<file path="config.mk">
export PLATFORM = sky130hd
export DESIGN_NAME = fp32_to_int32
export DESIGN_NICKNAME = d
export VERILOG_FILES = /design/src/rtl/fp32_to_int32.sv
export SDC_FILE = /design/constraint.sdc
export NUM_CORES = 1
export LEC_CHECK = 0
export BUFFER_PORTS_ARGS = -buffer_cell sky130_fd_sc_hd__buf_2
export CORE_ASPECT_RATIO = 2
export CORE_UTILIZATION = 35
export DETAILED_ROUTE_END_ITERATION = 10
export HOLD_SLACK_MARGIN = 0.1
export MAX_ROUTING_LAYER = met4
export PLACE_DENSITY_LB_ADDON = 0.12
export SLEW_MARGIN = 20
export SYNTH_ARGS = -nofsm -noshare
export SYNTH_HDL_FRONTEND = slang
export SYNTH_SLANG_ARGS = --single-unit
</file>
<file path="constraint.sdc">
create_clock -name clk -period 6.1 [get_ports clk]
set_input_delay 1.22 -clock clk [delete_from_list [all_inputs] [get_ports clk]]
set_output_delay 1.22 -clock clk [all_outputs]
set_load 0.05 [all_outputs]
</file>
<file path="src/rtl/fp32_to_int32.sv">
module fp32_to_int32 (
  input  logic        clk,
  input  logic        rst_n,
  input  logic        in_valid,
  input  logic [31:0] in_bits,
  input  logic [1:0]  in_mode,
  output logic        out_done,
  output logic [31:0] out_int,
  output logic        out_invalid
);

  localparam logic [1:0]  M_NEAR = 2'd0;
  localparam logic [1:0]  M_ZERO = 2'd1;
  localparam logic [1:0]  M_DOWN = 2'd2;
  localparam logic [1:0]  M_UP   = 2'd3;
  localparam logic [7:0]  E_HALF = 8'd126;
  localparam logic [7:0]  E_ONE  = 8'd127;
  localparam logic [7:0]  E_BAD  = 8'd158;
  localparam int          MAG_W  = 31;
  localparam int          EXT_W  = MAG_W + 3;
  localparam int          SIG_W  = 24;
  localparam logic [31:0] INT_MIN = 32'h8000_0000;
  localparam logic [EXT_W-1:0] EXT_ONE = {{(EXT_W-1){1'b0}}, 1'b1};

  // stage 0: decode
  logic       d_sgn;
  logic [7:0] d_exp;
  logic [22:0] d_frac;
  logic       d_zero, d_big, d_small, d_one, d_early;
  logic [31:0] d_eval;
  logic [4:0] d_shamt;

  assign d_sgn   = in_bits[31];
  assign d_exp   = in_bits[30:23];
  assign d_frac  = in_bits[22:0];
  assign d_zero  = (in_bits[30:0] == 31'd0);
  assign d_big   = (d_exp >= E_BAD);
  assign d_small = (d_exp < E_ONE);
  assign d_early = d_big | d_small;
  // shift = 157 - exp; only used for exp in 127..157, where low 5 bits suffice
  assign d_shamt = 5'd29 - d_exp[4:0];

  always_comb begin
    d_one = 1'b0;
    if (d_small && !d_zero) begin
      case (in_mode)
        M_DOWN:  d_one = d_sgn;
        M_UP:    d_one = !d_sgn;
        M_NEAR:  d_one = (d_exp == E_HALF) && (d_frac != 23'd0);
        default: d_one = 1'b0;
      endcase
    end
  end

  assign d_eval = d_big ? INT_MIN :
                  d_one ? (d_sgn ? 32'hFFFF_FFFF : 32'd1) : 32'd0;

  // stage 1 registers
  logic             s1_v, s1_sgn, s1_early, s1_einv;
  logic [1:0]       s1_mode;
  logic [31:0]      s1_eval;
  logic [4:0]       s1_sh;
  logic [SIG_W-1:0] s1_sig;

  always_ff @(posedge clk or negedge rst_n) begin
    if (!rst_n) begin
      s1_v <= 1'b0; s1_sgn <= 1'b0; s1_early <= 1'b0; s1_einv <= 1'b0;
      s1_mode <= 2'd0; s1_eval <= 32'd0; s1_sh <= 5'd0; s1_sig <= '0;
    end else begin
      s1_v <= in_valid;
      if (in_valid) begin
        s1_sgn   <= d_sgn;
        s1_early <= d_early;
        s1_einv  <= d_big;
        s1_mode  <= in_mode;
        s1_eval  <= d_eval;
        s1_sh    <= d_shamt;
        s1_sig   <= {1'b1, d_frac};
      end
    end
  end

  // stage 2: alignment with guard, round, sticky
  logic [EXT_W-1:0] a_ext, a_shift, a_mask;
  logic             a_lost;

  assign a_ext   = {s1_sig, {(EXT_W-SIG_W){1'b0}}};
  assign a_shift = a_ext >> s1_sh;
  assign a_mask  = (EXT_ONE << s1_sh) - EXT_ONE;
  assign a_lost  = |(a_ext & a_mask);

  logic             s2_v, s2_sgn, s2_early, s2_einv, s2_g, s2_r, s2_s;
  logic [1:0]       s2_mode;
  logic [31:0]      s2_eval;
  logic [MAG_W-1:0] s2_mag;

  always_ff @(posedge clk or negedge rst_n) begin
    if (!rst_n) begin
      s2_v <= 1'b0; s2_sgn <= 1'b0; s2_early <= 1'b0; s2_einv <= 1'b0;
      s2_g <= 1'b0; s2_r <= 1'b0; s2_s <= 1'b0;
      s2_mode <= 2'd0; s2_eval <= 32'd0; s2_mag <= '0;
    end else begin
      s2_v <= s1_v;
      if (s1_v) begin
        s2_sgn   <= s1_sgn;
        s2_early <= s1_early;
        s2_einv  <= s1_einv;
        s2_mode  <= s1_mode;
        s2_eval  <= s1_eval;
        s2_mag   <= a_shift[EXT_W-1:3];
        s2_g     <= a_shift[2];
        s2_r     <= a_shift[1];
        s2_s     <= a_shift[0] | a_lost;
      end
    end
  end

  // stage 3: rounding increment
  logic        r_inc, r_inexact;
  logic [31:0] r_sum;

  assign r_inexact = s2_g | s2_r | s2_s;

  always_comb begin
    case (s2_mode)
      M_NEAR:  r_inc = s2_g & (s2_r | s2_s | s2_mag[0]);
      M_ZERO:  r_inc = 1'b0;
      M_DOWN:  r_inc = s2_sgn & r_inexact;
      default: r_inc = !s2_sgn & r_inexact;
    endcase
  end

  assign r_sum = {1'b0, s2_mag} + {31'd0, r_inc};

  logic        s3_v, s3_sgn, s3_early, s3_einv;
  logic [31:0] s3_eval, s3_sum;

  always_ff @(posedge clk or negedge rst_n) begin
    if (!rst_n) begin
      s3_v <= 1'b0; s3_sgn <= 1'b0; s3_early <= 1'b0; s3_einv <= 1'b0;
      s3_eval <= 32'd0; s3_sum <= 32'd0;
    end else begin
      s3_v <= s2_v;
      if (s2_v) begin
        s3_sgn   <= s2_sgn;
        s3_early <= s2_early;
        s3_einv  <= s2_einv;
        s3_eval  <= s2_eval;
        s3_sum   <= r_sum;
      end
    end
  end

  // stage 4: second overflow check and sign
  logic        f_ovf;
  logic [31:0] f_val;

  assign f_ovf = s3_sum[MAG_W];
  assign f_val = s3_early ? s3_eval :
                 f_ovf    ? INT_MIN :
                 s3_sgn   ? (~s3_sum + 32'd1) : s3_sum;

  always_ff @(posedge clk or negedge rst_n) begin
    if (!rst_n) begin
      out_done <= 1'b0; out_int <= 32'd0; out_invalid <= 1'b0;
    end else begin
      out_done <= s3_v;
      if (s3_v) begin
        out_int     <= f_val;
        out_invalid <= s3_early ? s3_einv : f_ovf;
      end
    end
  end


  latency_chk: assert property (@(posedge clk) disable iff (!rst_n)
    in_valid |-> ##4 out_done);


  done_origin_chk: assert property (@(posedge clk) disable iff (!rst_n)
    out_done |-> $past(in_valid, 4));


  invalid_value_chk: assert property (@(posedge clk) disable iff (!rst_n)
    out_invalid |-> (out_int == INT_MIN));


  big_exp_chk: assert property (@(posedge clk) disable iff (!rst_n)
    (in_valid && in_bits[30:23] >= E_BAD) |-> ##4 out_invalid);


  zero_in_chk: assert property (@(posedge clk) disable iff (!rst_n)
    (in_valid && in_bits[30:0] == 31'd0) |-> ##4 (out_int == 32'd0 && !out_invalid));

endmodule

</file>
==> run_summary.xml <==
<?xml version="1.0" encoding="UTF-8"?>
<metrics>
  <group name="outcome">
    <metric name="status" unit="">finished, final reports clean</metric>
  </group>
  <group name="logic_synthesis">
    <metric name="synth.yosys.warnings" unit="">0</metric>
    <metric name="synthDistinctLibCells" unit="">72</metric>
    <metric name="synth_ff_type" unit="">sky130_fd_sc_hd__dfrtp_1</metric>
    <metric name="synthArstFlopShare" unit="%">100</metric>
    <metric name="syn-cell-area" unit="sq mm">0.00902</metric>
    <metric name="netlist_instances" unit="">943</metric>
    <metric name="postSynthNetCount" unit="">986</metric>
    <metric name="synth_sequential_area_ratio" unit="%">42.7</metric>
    <metric name="synth-edff-count" unit="">0</metric>
    <metric name="ys_ff_latch" unit="">154</metric>
    <metric name="average_size_of_a_mapped_cell" unit="sq um">9.56</metric>
  </group>
  <group name="sta">
    <metric name="setup_slack" unit="ns">2.96</metric>
    <metric name="relSlewSlack" unit="%">28.8</metric>
    <metric name="count_of_endpoints_failing_hold_in_the_final_timing_report" unit="">0</metric>
    <metric name="worstMarginPinSlew" unit="ns">1.06</metric>
    <metric name="final.period_utilization" unit="%">51.5</metric>
    <metric name="timing_max_transition_violations_final" unit="">0</metric>
    <metric name="fin_skew" unit="ns">0.00791</metric>
    <metric name="unrepaired_setup_endpoints_after_global_routing" unit="">no</metric>
    <metric name="min_period" unit="ns">3.14</metric>
    <metric name="final.setup.tns" unit="ns">0</metric>
    <metric name="fmax" unit="MHz">318</metric>
    <metric name="finalSetupViolations" unit="">0</metric>
  </group>
  <group name="floorplanning">
    <metric name="initial_utilization" unit="%">35.9</metric>
    <metric name="row_count" unit="">82</metric>
    <metric name="dieArea" unit="sq mm">0.0264</metric>
    <metric name="core-area" unit="sq mm">0.0251</metric>
    <metric name="die_w" unit="microns">115</metric>
    <metric name="fp.dieH" unit="microns">229</metric>
    <metric name="pin_count" unit="">71</metric>
  </group>
  <group name="setup_path">
    <metric name="worst_setup_path_end_kind" unit="">flip-flop</metric>
    <metric name="reg2reg_slack" unit="ns">2.96</metric>
    <metric name="r2r_cells" unit="">9</metric>
    <metric name="timing_worst_setup_path_type" unit="">reg2reg</metric>
    <metric name="r2r_start" unit="">s2_mode[1]$_DFFE_PN0P_</metric>
    <metric name="cp_max_fo" unit="">11</metric>
    <metric name="cp.arrival" unit="ns">3.47</metric>
    <metric name="r2r-end" unit="">s3_sum[28]$_DFFE_PN0P_</metric>
    <metric name="timing.critical_path.required" unit="ns">6.43</metric>
    <metric name="setup.worst_path.start_class" unit="">flip-flop</metric>
  </group>
  <group name="pwr">
    <metric name="power.density_cell_area" unit="mW/mm^2">331</metric>
    <metric name="p_comb_share" unit="%">29.1</metric>
    <metric name="intPower" unit="mW">2.13</metric>
    <metric name="sequentialPowerShare" unit="%">40.7</metric>
    <metric name="swShare" unit="%">36.7</metric>
    <metric name="clock_power_share" unit="%">30.2</metric>
    <metric name="max-vdd-ir-drop" unit="uV">142</metric>
    <metric name="net_load_switching_power" unit="mW">1.24</metric>
    <metric name="total_leakage_power" unit="nW">4.12</metric>
  </group>
  <group name="finish">
    <metric name="postLayoutCoreUtil" unit="%">40.5</metric>
    <metric name="num-nets-final" unit="">1022</metric>
    <metric name="finish.instance_area" unit="sq mm">0.0102</metric>
    <metric name="post_route_cells_drive_above_1_share" unit="%">20.3</metric>
    <metric name="diodes" unit="">0</metric>
    <metric name="area.growth.synth_to_final" unit="%">12.9</metric>
    <metric name="final_common_cell" unit="">sky130_fd_sc_hd__dfrtp_1</metric>
    <metric name="layout_common_cells" unit="">sky130_fd_sc_hd__dfrtp_1, sky130_fd_sc_hd__nor2_1, sky130_fd_sc_hd__nand2_1</metric>
  </group>
  <group name="routing">
    <metric name="remaining_drc_errors" unit="">0</metric>
    <metric name="drt_first_pass_iters" unit="">5</metric>
    <metric name="drt-initial-drc-count" unit="">365</metric>
    <metric name="route.vias.total" unit="">7333</metric>
    <metric name="viasPerCell" unit="">5.52</metric>
    <metric name="route.antenna.remaining_nets" unit="">0</metric>
    <metric name="wl_per_cell" unit="microns">19.0</metric>
    <metric name="drt_wl_total" unit="microns">25300</metric>
  </group>
  <group name="placed_design">
    <metric name="placedInstanceArea" unit="sq mm">0.00962</metric>
    <metric name="port_buffers" unit="">70</metric>
    <metric name="gp_congestion" unit="">0.857</metric>
    <metric name="detailed_place_hpwl" unit="microns">18900</metric>
    <metric name="placement.setup.worst_slack" unit="ns">2.90</metric>
  </group>
  <group name="clock_network">
    <metric name="cts_inserted_buffers" unit="">17</metric>
    <metric name="clk_latency_worst_skew_pair" unit="ns">0.44</metric>
    <metric name="largest_buffer_count_on_any_clock_path" unit="">2</metric>
    <metric name="cts.sink_count" unit="">154</metric>
    <metric name="post-cts-setup-buffers" unit="">0</metric>
    <metric name="holdBufCountCts" unit="">0</metric>
    <metric name="cts_resized" unit="">0</metric>
    <metric name="h-tree-depth" unit="">4</metric>
    <metric name="cts.reportedPaths.clkPinSlew" unit="ns">0.06</metric>
    <metric name="cts_tree" unit="">yes</metric>
    <metric name="cts_root_buffer" unit="">sky130_fd_sc_hd__clkbuf_16</metric>
  </group>
  <group name="worst_hold_path">
    <metric name="hp-class" unit="">reg2reg</metric>
    <metric name="hp-start" unit="">out_int[2]$_DFFE_PN0P_</metric>
    <metric name="hold_path_end" unit="">out_int[2]$_DFFE_PN0P_</metric>
    <metric name="min_path_cells" unit="">2</metric>
  </group>
  <group name="grt">
    <metric name="grt_max_degree" unit="">72</metric>
    <metric name="first_global_vias" unit="">7457</metric>
    <metric name="grt_pass1_wl" unit="microns">41500</metric>
    <metric name="antenna_found_initial" unit="">0</metric>
    <metric name="grtUsageTotal" unit="%">21.2</metric>
    <metric name="gr-total-overflow" unit="">0</metric>
  </group>
  <group name="job">
    <metric name="cap_violations" unit="">0</metric>
  </group>
</metrics>
==> stage by stage <==
stage,hold slack [ns],power (mW),instances
finish,0.484,3.37,1328
global route,0.514,3.57,1328
CTS,0.491,3.42,1328
detailed placement,0.476,2.38,1296
global placement,0.469,2.37,1296
floorplan,0.352,2.07,943
==> cell usage after synthesis, types with 8 or more instances <==
master	n	area, sq um
sky130_fd_sc_hd__a31oi_1	23	144
sky130_fd_sc_hd__inv_1	23	86.3
sky130_fd_sc_hd__xnor2_1	28	245
sky130_fd_sc_hd__a22oi_1	8	60.1
sky130_fd_sc_hd__nor2_1	112	420
sky130_fd_sc_hd__or3_1	12	75.1
sky130_fd_sc_hd__nand3_1	24	120
sky130_fd_sc_hd__nor3_1	20	100
sky130_fd_sc_hd__o31ai_1	12	90.1
sky130_fd_sc_hd__mux4_2	20	450
sky130_fd_sc_hd__a211oi_1	10	75.1
sky130_fd_sc_hd__o21ai_0	44	220
sky130_fd_sc_hd__clkbuf_1	54	203
sky130_fd_sc_hd__nand2_1	71	267
sky130_fd_sc_hd__mux2i_1	16	160
sky130_fd_sc_hd__nor4_1	27	169
sky130_fd_sc_hd__o22ai_1	8	50.1
sky130_fd_sc_hd__dfrtp_1	154	3850
sky130_fd_sc_hd__a21oi_1	68	340
sky130_fd_sc_hd__mux2_2	51	574
==> power groups by stage <==
stage	registers (mW)	logic (mW)	clock network [mW]
after floorplan	1.50	0.569	0
after global placement	1.38	0.989	0
after detailed placement	1.39	0.989	0
after CTS	1.37	0.994	1.05
after global routing	1.40	1.08	1.09
final	1.37	0.982	1.02
==> worst max path at each step <==
| stage | end | start | depth (start not counted) | slack [ns] |
|---|---|---|---|---|
| floorplan | s3_sum[28]$_DFFE_PN0P_ | s2_sgn$_DFFE_PN0P_ | 9 | 3.66 |
| global placement | s1_eval[30]$_DFFE_PN0P_ | in_bits[4] | 5 | 2.92 |
| detailed placement | s1_eval[31]$_DFFE_PN0P_ | in_bits[4] | 5 | 2.90 |
| CTS | s3_sum[28]$_DFFE_PN0P_ | s2_mode[1]$_DFFE_PN0P_ | 9 | 2.93 |
| global route | s3_sum[28]$_DFFE_PN0P_ | s2_sgn$_DFFE_PN0P_ | 9 | 2.69 |
| finish | s3_sum[28]$_DFFE_PN0P_ | s2_mode[1]$_DFFE_PN0P_ | 9 | 2.96 |
==> state kept, by name, summed over array words and instances (netlist names), 2 cells and up <==
name and flops:
s1_eval 3, s2_mag 31, s2_eval 3, s1_mode 2, s1_sig 24, out_int 32, s3_sum 32, s1_sh 5
s3_eval 3, s2_mode 2
==> critical path, stage by stage (launching register included) <==
cell and delay, ns:
sky130_fd_sc_hd__dfrtp_1 0.40, sky130_fd_sc_hd__nand2b_1 0.10, sky130_fd_sc_hd__o32ai_1 0.09, sky130_fd_sc_hd__a211oi_1 0.26, sky130_fd_sc_hd__ha_1 0.31, sky130_fd_sc_hd__ha_1 0.24
sky130_fd_sc_hd__nand3_1 0.39, sky130_fd_sc_hd__nor4_1 0.77, sky130_fd_sc_hd__a21oi_1 0.16, sky130_fd_sc_hd__o31a_1 0.30
==> kinds of logic (layout without fill, tap and decap cells) <==
group                    after synthesis  after routing  share of synthesized area (%)
flip-flops                           154            154                           42.7
AO/OA/AOI/OAI                        241            241                           17.5
adder cells (fa/ha/maj)                6              6                          0.833
AND/OR/NAND/NOR                      327            327                           18.2
multiplexers                          87             87                           13.1
XOR/XNOR                              35             35                           3.40
buffers and inverters                 93            142                           4.19
==> per-layer routing <==
| metal | vias to the layer above | part of all wire, % | GRT usage, % |
|---|---|---|---|
| met5 | - | 0 | - |
| met4 | 0 | 4.0 | 10.0 |
| met3 | 45 | 2.6 | 3.84 |
| met2 | 141 | 57 | 38.8 |
| met1 | 3571 | 37 | 21.2 |
| li1 | 3576 | - | - |
==> final cells by class <==
type	instances	area [sq um]
Clock buffer	20	467
Clock inverter	12	98.8
Fill cell	2607	15000
Inverter	27	101
Multi-Input combinational cell	696	4780
Sequential cell	154	3860
Tap cell	336	420
Timing Repair Buffer	83	454
Note: power is estimated with default switching activity, not from simulation.
